--- src/rtl/fbl_pkg.sv ---
package fbl_pkg;
  typedef enum logic [1:0] {
    PH_HI   = 2'd0,
    PH_LO   = 2'd1,
    PH_DATA = 2'd2
  } phase_e;

  typedef struct packed {
    logic ldHi;
    logic ldLo;
    logic ldData;
  } load_t;
endpackage

--- src/rtl/fbl_strobe_sync.sv ---
module fbl_strobe_sync #(
  parameter int SYNC_STAGES = 2
) (
  input  logic clk,
  input  logic rstN,
  input  logic strobeAsync,
  output logic strobeEdge
);
  localparam int CHAIN = SYNC_STAGES + 1;

  logic [CHAIN-1:0] chain;

  always_ff @(posedge clk) begin
    if (!rstN) chain <= '0;
    else       chain <= {chain[CHAIN-2:0], strobeAsync};
  end

  assign strobeEdge = chain[SYNC_STAGES-1] & ~chain[SYNC_STAGES];

  // an edge pulse lasts a single cycle
  a_r7_single_pulse: assert property (@(posedge clk) disable iff (!rstN)
    strobeEdge |=> !strobeEdge);
endmodule

--- src/rtl/fbl_ctrl.sv ---
module fbl_ctrl
  import fbl_pkg::*;
(
  input  logic  clk,
  input  logic  rstN,
  input  logic  strobeEdge,
  input  logic  wrAck,
  output load_t load,
  output logic  busy
);
  phase_e phase;
  logic   accept;

  assign accept = strobeEdge && !busy;

  always_comb begin
    load        = '0;
    load.ldHi   = accept && (phase == PH_HI);
    load.ldLo   = accept && (phase == PH_LO);
    load.ldData = accept && (phase == PH_DATA);
  end

  always_ff @(posedge clk) begin
    if (!rstN) begin
      phase <= PH_HI;
    end else if (accept) begin
      unique case (phase)
        PH_HI:   phase <= PH_LO;
        PH_LO:   phase <= PH_DATA;
        default: phase <= PH_HI;
      endcase
    end
  end

  always_ff @(posedge clk) begin
    if (!rstN)            busy <= 1'b0;
    else if (load.ldData) busy <= 1'b1;
    else if (wrAck)       busy <= 1'b0;
  end

  a_r7_one_load: assert property (@(posedge clk) disable iff (!rstN)
    $onehot0(load));
  a_r4_busy_rise: assert property (@(posedge clk) disable iff (!rstN)
    load.ldData |=> busy);
  a_r5_busy_hold: assert property (@(posedge clk) disable iff (!rstN)
    busy && !wrAck |=> busy);
  a_r5_busy_drop: assert property (@(posedge clk) disable iff (!rstN)
    busy && wrAck |=> !busy);
  a_r6_phase_frozen: assert property (@(posedge clk) disable iff (!rstN)
    busy |=> $stable(phase));
  a_r9_idle_ack: assert property (@(posedge clk) disable iff (!rstN)
    !busy && wrAck && !load.ldData |=> !busy);
endmodule

--- src/rtl/fbl_datapath.sv ---
module fbl_datapath
  import fbl_pkg::*;
#(
  parameter int BYTE_W = 8,
  parameter int DATA_W = 8
) (
  input  logic                clk,
  input  logic                rstN,
  input  load_t               load,
  input  logic                busy,
  input  logic [BYTE_W-1:0]   hostByte,
  output logic [2*BYTE_W-1:0] wrAddr,
  output logic [DATA_W-1:0]   wrData
);
  logic [BYTE_W-1:0] addrHi;
  logic [BYTE_W-1:0] addrLo;

  always_ff @(posedge clk) begin
    if (!rstN) begin
      addrHi <= '0;
      addrLo <= '0;
      wrData <= '0;
    end else begin
      if (load.ldHi)   addrHi <= hostByte;
      if (load.ldLo)   addrLo <= hostByte;
      if (load.ldData) wrData <= DATA_W'(hostByte);
    end
  end

  assign wrAddr = {addrHi, addrLo};

  a_r2_hi_capture: assert property (@(posedge clk) disable iff (!rstN)
    load.ldHi |=> wrAddr[2*BYTE_W-1:BYTE_W] == $past(hostByte));
  a_r3_lo_capture: assert property (@(posedge clk) disable iff (!rstN)
    load.ldLo |=> wrAddr[BYTE_W-1:0] == $past(hostByte)
                  && $stable(wrAddr[2*BYTE_W-1:BYTE_W]));
  a_r5_hold_while_busy: assert property (@(posedge clk) disable iff (!rstN)
    busy |=> $stable(wrAddr) && $stable(wrData));
  a_r8_no_load_no_change: assert property (@(posedge clk) disable iff (!rstN)
    !(load.ldHi || load.ldLo || load.ldData) |=> $stable(wrAddr) && $stable(wrData));
endmodule

--- src/rtl/fb_host_loader.sv ---
module fb_host_loader
  import fbl_pkg::*;
#(
  parameter int BYTE_W      = 8,
  parameter int SYNC_STAGES = 2
) (
  input  logic                clk,
  input  logic                rstN,
  input  logic [BYTE_W-1:0]   hostByte,
  input  logic                hostStrobe,
  output logic                busy,
  output logic                wrReq,
  output logic [2*BYTE_W-1:0] wrAddr,
  output logic [BYTE_W-1:0]   wrData,
  input  logic                wrAck
);
  logic  strobeEdge;
  load_t load;
  logic  busyInt;

  fbl_strobe_sync #(.SYNC_STAGES(SYNC_STAGES)) i_sync (
    .clk(clk), .rstN(rstN), .strobeAsync(hostStrobe), .strobeEdge(strobeEdge)
  );

  fbl_ctrl i_ctrl (
    .clk(clk), .rstN(rstN), .strobeEdge(strobeEdge), .wrAck(wrAck),
    .load(load), .busy(busyInt)
  );

  fbl_datapath #(.BYTE_W(BYTE_W), .DATA_W(BYTE_W)) i_dp (
    .clk(clk), .rstN(rstN), .load(load), .busy(busyInt),
    .hostByte(hostByte), .wrAddr(wrAddr), .wrData(wrData)
  );

  assign busy  = busyInt;
  assign wrReq = busyInt;

  // nothing requested in the first cycle after reset
  a_r1_reset_idle: assert property (@(posedge clk)
    !rstN |=> !wrReq && wrAddr == '0 && wrData == '0);
endmodule

--- config.mk ---
export PLATFORM = sky130hd
export DESIGN_NAME = fb_host_loader
export DESIGN_NICKNAME = d
export VERILOG_FILES = /design/src/rtl/fbl_pkg.sv /design/src/rtl/fbl_strobe_sync.sv /design/src/rtl/fbl_ctrl.sv /design/src/rtl/fbl_datapath.sv /design/src/rtl/fb_host_loader.sv
export SDC_FILE = /design/constraint.sdc
export NUM_CORES = 1
export LEC_CHECK = 0
export CAP_MARGIN = 20
export CELL_PAD_IN_SITES_DETAIL_PLACEMENT = 2
export CELL_PAD_IN_SITES_GLOBAL_PLACEMENT = 2
export CORE_MARGIN = 2
export CORE_UTILIZATION = 23
export DETAILED_ROUTE_END_ITERATION = 8
export PLACE_DENSITY = 0.82
export SKIP_CTS_REPAIR_TIMING = 1
export SYNTH_ARGS = -nofsm -noshare
export SYNTH_HDL_FRONTEND = slang
export SYNTH_SLANG_ARGS = --single-unit
--- constraint.sdc ---
create_clock -name clk -period 1.3 [get_ports clk]
set_input_delay 0.26 -clock clk [delete_from_list [all_inputs] [get_ports clk]]
set_output_delay 0.26 -clock clk [all_outputs]
set_load 0.03 [all_outputs]
== Word-level counts from Yosys, hierarchy flattened ==
Cells that the tools add are included.

* Bitwise logic cells: 2
* Reductions and logical operators: 7
* Mux-type cells: 3
* Equal/unequal tests: 2

{| class="wikitable"
|+ Operator list
! kind !! count
|-
| 1-bit logical AND || 4
|-
| 2-bit one-hot mux with 2 select lines || 1
|-
| 2-bit by 1-bit equality test with 1-bit output, second input constant || 1
|-
| 2-bit equality test, second input constant || 1
|-
| 2-bit logical NOT || 1
|-
| 1-bit 2-to-1 mux || 2
|-
| 2-bit nonzero test || 1
|-
| 1-bit AND || 1
|-
| 1-bit logical NOT || 1
|-
| 1-bit NOT || 1
|}

* Input bits: 12
* Register bits after elaboration: 30
* Logic and storage cells: 20
* Output and inout port bits: 26

== Depth between registers and ports, before layout ==
* Depth after elaboration: 5
* Depth in mapped cells: 4
* Depth with buffers taken out: 3

== Modules after synthesis ==
A second synthesis with hierarchy kept.

* Cell total of the unflattened synthesis: 98
* Area total of the unflattened synthesis: 1,164.9 um^2

{| class="wikitable"
|+ By module, submodules not included
! module !! instances !! sequential area each (um^2) !! area an instance (um^2) !! cells each
|-
| fbl_datapath || 1 || 480.5 || 914.6 || 77
|-
| fbl_ctrl || 1 || 60.1 || 150.1 || 13
|-
| fbl_strobe_sync || 1 || 60.1 || 92.6 || 7
|-
| fb_host_loader || 1 || 0.0 || 7.5 || 1
|}

== Worst setup path before layout ==
OpenSTA, ideal clock, no wires.

* Path type: reg-to-reg
* Start point: register i_ctrl.busy
* End point: register i_dp.addrHi[0]
* Cell stages (with the launch flop): 5
* Arrival: 1,428 ps
* Required time: 1,181 ps
* Setup time: 119 ps
* Period minus slack after synthesis: 1,547 ps
* Setup slack: -247 ps
* Path buffers: 1
* Cell sequence: dfxtp_1 > or3b_4 > or3_1 > buf_6 > mux2i_1

* Longest elaborated chain between the ends: 3

{| class="wikitable"
|+ RTL lines
! element !! RTL line !! source
|-
| from (decl) || fbl_ctrl.sv:9 || <nowiki>output logic busy</nowiki>
|-
| from (signal assigned) || fbl_ctrl.sv:36 || <nowiki>if (!rstN) busy <= 1'b0;</nowiki>
|-
| from (signal assigned) || fbl_ctrl.sv:37 || <nowiki>else if (load.ldData) busy <= 1'b1;</nowiki>
|-
| from (signal assigned) || fbl_ctrl.sv:38 || <nowiki>else if (wrAck) busy <= 1'b0;</nowiki>
|-
| 1-bit logical NOT || fbl_ctrl.sv:14 || <nowiki>assign accept = strobeEdge && !busy;</nowiki>
|-
| 1-bit logical AND || fbl_ctrl.sv:14 ||
|-
| 1-bit logical AND || fbl_ctrl.sv:18 || <nowiki>load.ldHi = accept && (phase == PH_HI);</nowiki>
|-
| to (signal assigned) || fbl_datapath.sv:24 || <nowiki>if (load.ldHi) addrHi <= hostByte;</nowiki>
|-
| to (decl) || fbl_datapath.sv:15 || <nowiki>logic [BYTE_W-1:0] addrHi;</nowiki>
|}

Every way passes these cells.
A chain may end at the register's enable or synchronous reset.

== Worst setup path after layout ==
* Start point: register i_sync.chain[1]
* End point: register i_dp.addrHi[2]

* Longest elaborated chain between the ends: 3

{| class="wikitable"
|+ RTL lines
! element !! RTL line !! source
|-
| from (decl) || fbl_strobe_sync.sv:11 || <nowiki>logic [CHAIN-1:0] chain;</nowiki>
|-
| from (signal assigned) || fbl_strobe_sync.sv:15 || <nowiki>else chain <= {chain[CHAIN-2:0], strobeAsync};</nowiki>
|-
| 1-bit AND || fbl_strobe_sync.sv:18 || <nowiki>assign strobeEdge = chain[SYNC_STAGES-1] & ~chain[SYNC_STAGES];</nowiki>
|-
| 1-bit logical AND || fbl_ctrl.sv:14 ||
|-
| 1-bit logical AND || fbl_ctrl.sv:18 ||
|}

Every way passes these cells.

==> flow_summary.html <==
<table>
<tr><th>Metric</th><th>Value</th></tr>
<tr><th colspan="2">Die</th></tr>
<tr><td>Die width</td><td>73.2 um</td></tr>
<tr><td>Starting density of the core</td><td>23.6%</td></tr>
<tr><td>Area of the core</td><td>0.00466 mm^2</td></tr>
<tr><td>Area of the die</td><td>0.00536 mm^2</td></tr>
<tr><td>I/O pin count</td><td>38</td></tr>
<tr><td>FP Rows</td><td>25</td></tr>
<tr><td>Overall die height</td><td>73.2 um</td></tr>
<tr><th colspan="2">Timing</th></tr>
<tr><td>Final setup violation count</td><td>18</td></tr>
<tr><td>Final count of pins violating max slew</td><td>0</td></tr>
<tr><td>Post-route setup slack</td><td>-0.216 ns</td></tr>
<tr><td>Unrepaired setup endpoints after global routing</td><td>true</td></tr>
<tr><td>Maximum clock skew at final layout</td><td>0.00744 ns</td></tr>
<tr><td>Final worst path period need</td><td>1.52 ns</td></tr>
<tr><td>Total count of hold-check failures in the final report</td><td>0</td></tr>
<tr><td>Worst max-slew margin expressed relative to the limit</td><td>75.6%</td></tr>
<tr><td>Slew of the pin with the lowest slew margin</td><td>0.365 ns</td></tr>
<tr><td>Hold Slack</td><td>0.463 ns</td></tr>
<tr><td>Final period util</td><td>117%</td></tr>
<tr><td>Max Clock Freq</td><td>660 MHz</td></tr>
<tr><th colspan="2">Route</th></tr>
<tr><td>Met1 layer wirelength in the final routing</td><td>1290 um</td></tr>
<tr><td>Drt first pass iters</td><td>2</td></tr>
<tr><td>Count of routing violations after the opening detailed-route iteration</td><td>16</td></tr>
<tr><td>Number of vias after detailed routing</td><td>918</td></tr>
<tr><td>Uppermost routed layer</td><td>met4</td></tr>
<tr><td>Routed WL per cell</td><td>16.7 um</td></tr>
<tr><td>Total length of routed wires</td><td>3460 um</td></tr>
<tr><td>Via count normalized by instance count</td><td>4.43</td></tr>
<tr><td>DR DRC count</td><td>0</td></tr>
<tr><td>Sum of met3 wire segment lengths after detailed routing</td><td>96 um</td></tr>
<tr><td>Met2 routed wirelength</td><td>2020 um</td></tr>
<tr><td>Final ANT Viol Nets</td><td>0</td></tr>
<tr><th colspan="2">Pwr</th></tr>
<tr><td>Power Total</td><td>1.83 mW</td></tr>
<tr><td>Pwr/cell area</td><td>1050 mW/mm^2</td></tr>
<tr><td>Static leakage power</td><td>1.15 nW</td></tr>
<tr><td>Worst supply voltage drop on vdd</td><td>0.574 mV</td></tr>
<tr><th colspan="2">Cells and area</th></tr>
<tr><td>Count of filler cells inserted in the layout</td><td>495</td></tr>
<tr><td>Synth-to-Final Area Change</td><td>58.0%</td></tr>
<tr><td>Final standard cell utilization of the core</td><td>37.3%</td></tr>
<tr><td>Layout cells sized above 1</td><td>15.0%</td></tr>
<tr><td>Number of nets at the end of the flow</td><td>164</td></tr>
<tr><td>Finished Layout Cells</td><td>207</td></tr>
<tr><td>Commonest non-fill, non-tap cells in the layout</td><td>sky130_fd_sc_hd__nand2_1, sky130_fd_sc_hd__dfxtp_1, sky130_fd_sc_hd__mux2i_1, sky130_fd_sc_hd__dlymetal6s2s_1, sky130_fd_sc_hd__clkdlybuf4s50_1</td></tr>
<tr><td>Most frequent standard cell in the layout excluding fill and tap cells</td><td>sky130_fd_sc_hd__nand2_1</td></tr>
<tr><td>Diode count</td><td>0</td></tr>
<tr><th colspan="2">Clock tree</th></tr>
<tr><td>CTS Buf Count</td><td>5</td></tr>
<tr><td>CTS Sinks</td><td>30</td></tr>
<tr><td>Htree depth</td><td>2</td></tr>
<tr><td>Clock tree from TritonCTS</td><td>done</td></tr>
<tr><td>Clock input transition at the sequential cells of the worst setup and hold paths</td><td>0.07 ns</td></tr>
<tr><td>Clock latency at the later pin of the worst-skew pair</td><td>0.28 ns</td></tr>
<tr><td>Root Buffer Master</td><td>sky130_fd_sc_hd__clkbuf_8</td></tr>
<tr><td>Buffer depth of the longest clock path</td><td>2</td></tr>
<tr><th colspan="2">Job</th></tr>
<tr><td>Maximum capacitance violations</td><td>0</td></tr>
<tr><th colspan="2">Worst hold path</th></tr>
<tr><td>Startpoint of the most critical hold path</td><td>i_dp.addrHi[1]</td></tr>
<tr><td>Hold path cells</td><td>2</td></tr>
<tr><td>End point of the worst hold path</td><td>i_dp.addrHi[1]</td></tr>
<tr><td>Worst hold-check path type</td><td>reg2reg</td></tr>
<tr><th colspan="2">GRT</th></tr>
<tr><td>Maximum number of pins on one net before global-route repair</td><td>39</td></tr>
<tr><td>GRT overflow</td><td>0</td></tr>
<tr><td>First-pass GRT wire length</td><td>5110 um</td></tr>
<tr><td>Antenna violations before repair</td><td>0</td></tr>
<tr><td>Vias in the first global route</td><td>1009</td></tr>
<tr><td>Global-route usage over all layers</td><td>13.1%</td></tr>
<tr><th colspan="2">Outcome</th></tr>
<tr><td>Violated checks</td><td>negative setup slack</td></tr>
<tr><td>Run status</td><td>finished, violations left</td></tr>
<tr><th colspan="2">Synthesis</th></tr>
<tr><td>Fraction of the yosys area taken by sequential cells</td><td>54.5%</td></tr>
<tr><td>Synth area leaders</td><td>sky130_fd_sc_hd__dfxtp_1, sky130_fd_sc_hd__mux2i_1, sky130_fd_sc_hd__nand2_1</td></tr>
<tr><td>Number of warnings reported in the yosys synthesis log</td><td>0</td></tr>
<tr><td>Post-Synthesis Mean Instance Area</td><td>10.2 um^2</td></tr>
<tr><td>Synth Instances</td><td>108</td></tr>
<tr><td>Combined area of all synthesized cells</td><td>0.00110 mm^2</td></tr>
<tr><td>Flops &amp; latches, synth</td><td>30</td></tr>
<tr><td>Top-area cell type share of the netlist area</td><td>54.5%</td></tr>
<tr><td>Count of distinct cell types in the synthesized netlist</td><td>15</td></tr>
<tr><td>Cell type contributing the most total cell area after synthesis</td><td>sky130_fd_sc_hd__dfxtp_1</td></tr>
<tr><td>Syn nets</td><td>120</td></tr>
<tr><th colspan="2">Placement</th></tr>
<tr><td>Count of port buffers added during placement</td><td>37</td></tr>
<tr><td>Weighted congestion reported at the end of routability-driven placement</td><td>0.710</td></tr>
<tr><td>Worst slack at placement</td><td>-0.265 ns</td></tr>
<tr><td>Cell Count Post-Placement</td><td>198</td></tr>
<tr><td>Post-DP HPWL</td><td>2430 um</td></tr>
<tr><th colspan="2">Setup path</th></tr>
<tr><td>Cell depth of the worst flop-to-flop path</td><td>4</td></tr>
<tr><td>Startpoint types</td><td>register</td></tr>
<tr><td>Critical path endpoint category</td><td>register</td></tr>
<tr><td>Startpoint-to-endpoint class of the critical path</td><td>reg2reg</td></tr>
<tr><td>Critical path required time</td><td>1.47 ns</td></tr>
<tr><td>Arrival time worst endpoint</td><td>1.69 ns</td></tr>
<tr><td>Crit Path Max Fanout</td><td>4</td></tr>
<tr><td>Critical register-to-register path endpoint</td><td>i_dp.addrHi[2]</td></tr>
<tr><td>R2R Path Start</td><td>i_sync.chain[1]</td></tr>
<tr><td>Worst-case register-to-register setup slack</td><td>-0.22 ns</td></tr>
</table>
[routing by layer]
| metal | up-vias | GRT usage, % |
|---|---|---|
| li1 | 440 | - |
| met1 | 455 | 13.4 |
| met2 | 19 | 24.8 |
| met3 | 4 | 3.18 |
| met4 | 0 | 5.56 |
| met5 | - | 0 |
[cell usage after synthesis]
cell and n:
sky130_fd_sc_hd__clkbuf_1 5, sky130_fd_sc_hd__and2_1 4, sky130_fd_sc_hd__o21a_1 1, sky130_fd_sc_hd__mux2i_1 24, sky130_fd_sc_hd__or3b_4 1, sky130_fd_sc_hd__or3_1 1, sky130_fd_sc_hd__nor3b_1 2, sky130_fd_sc_hd__nand3b_1 1
sky130_fd_sc_hd__buf_4 1, sky130_fd_sc_hd__buf_2 1, sky130_fd_sc_hd__dfxtp_1 30, sky130_fd_sc_hd__nand2b_1 1, sky130_fd_sc_hd__a21boi_1 2, sky130_fd_sc_hd__buf_6 1, sky130_fd_sc_hd__nand2_1 33
[final cells by class]
class | instances | area [um^2] | area share (%)
Sequential cell | 30 | 606 | 34.8
Timing Repair Buffer | 45 | 505 | 29.1
Multi-Input combinational cell | 70 | 478 | 27.5
Clock inverter | 2 | 10.0 | 0.576
Tap cell | 54 | 67.6 | 3.88
Clock buffer | 6 | 72.6 | 4.17
[state kept, by name, indices dropped and copies added, names as in the netlist]
register,count
i_sync.chain,3
i_dp.addrLo,8
i_dp.addrHi,8
i_dp.wrData,8
i_ctrl.busy,1
i_ctrl.phase,2
[worst max-delay path, cell delays in order, from the launching register on]
cell and delay (ns):
sky130_fd_sc_hd__dfxtp_2 0.35, sky130_fd_sc_hd__or3b_4 0.42, sky130_fd_sc_hd__or3_4 0.36, sky130_fd_sc_hd__buf_4 0.17, sky130_fd_sc_hd__mux2i_1 0.12
[cell families (layout without fill, tap and decap cells)]
logic type,after synthesis,in the layout,synth area share (%)
AND/OR/NAND/NOR,43,43,17.7
AO/OA/AOI/OAI,3,3,2.05
buffers and inverters,8,53,3.86
multiplexers,24,24,21.8
flip-flops,30,30,54.5
[per-stage QoR]
step           cell area (um^2)  TNS (ns)
6_report                   1740     -3.05
4_1_cts                    1650    -10.39
3_5_place_dp               1570     -3.78
5_1_grt                    1740     -3.86
2_1_floorplan              1110     -2.39
3_3_place_gp               1570     -2.44
[worst max-delay path by stage]
stage / endpoint / from / slack (ns) / depth (start not counted)
global route: i_dp.addrLo[3] / i_sync.chain[1] / -0.27 / 4
global placement: i_dp.addrHi[6] / i_ctrl.busy / -0.16 / 4
floorplan: i_dp.addrHi[0] / i_ctrl.busy / -0.17 / 4
CTS: wrAddr[10] / i_dp.addrHi[2] / -0.30 / 1
finish: i_dp.addrHi[2] / i_sync.chain[1] / -0.22 / 4
detailed placement: i_dp.addrLo[2] / i_sync.chain[1] / -0.27 / 4
[report_power, final]
part,switching [mW],internal (mW)
combinational,0.0790,0.0788
clock,0.354,0.370
sequential,0.0105,0.934
(Power assumes the default switching activity.)
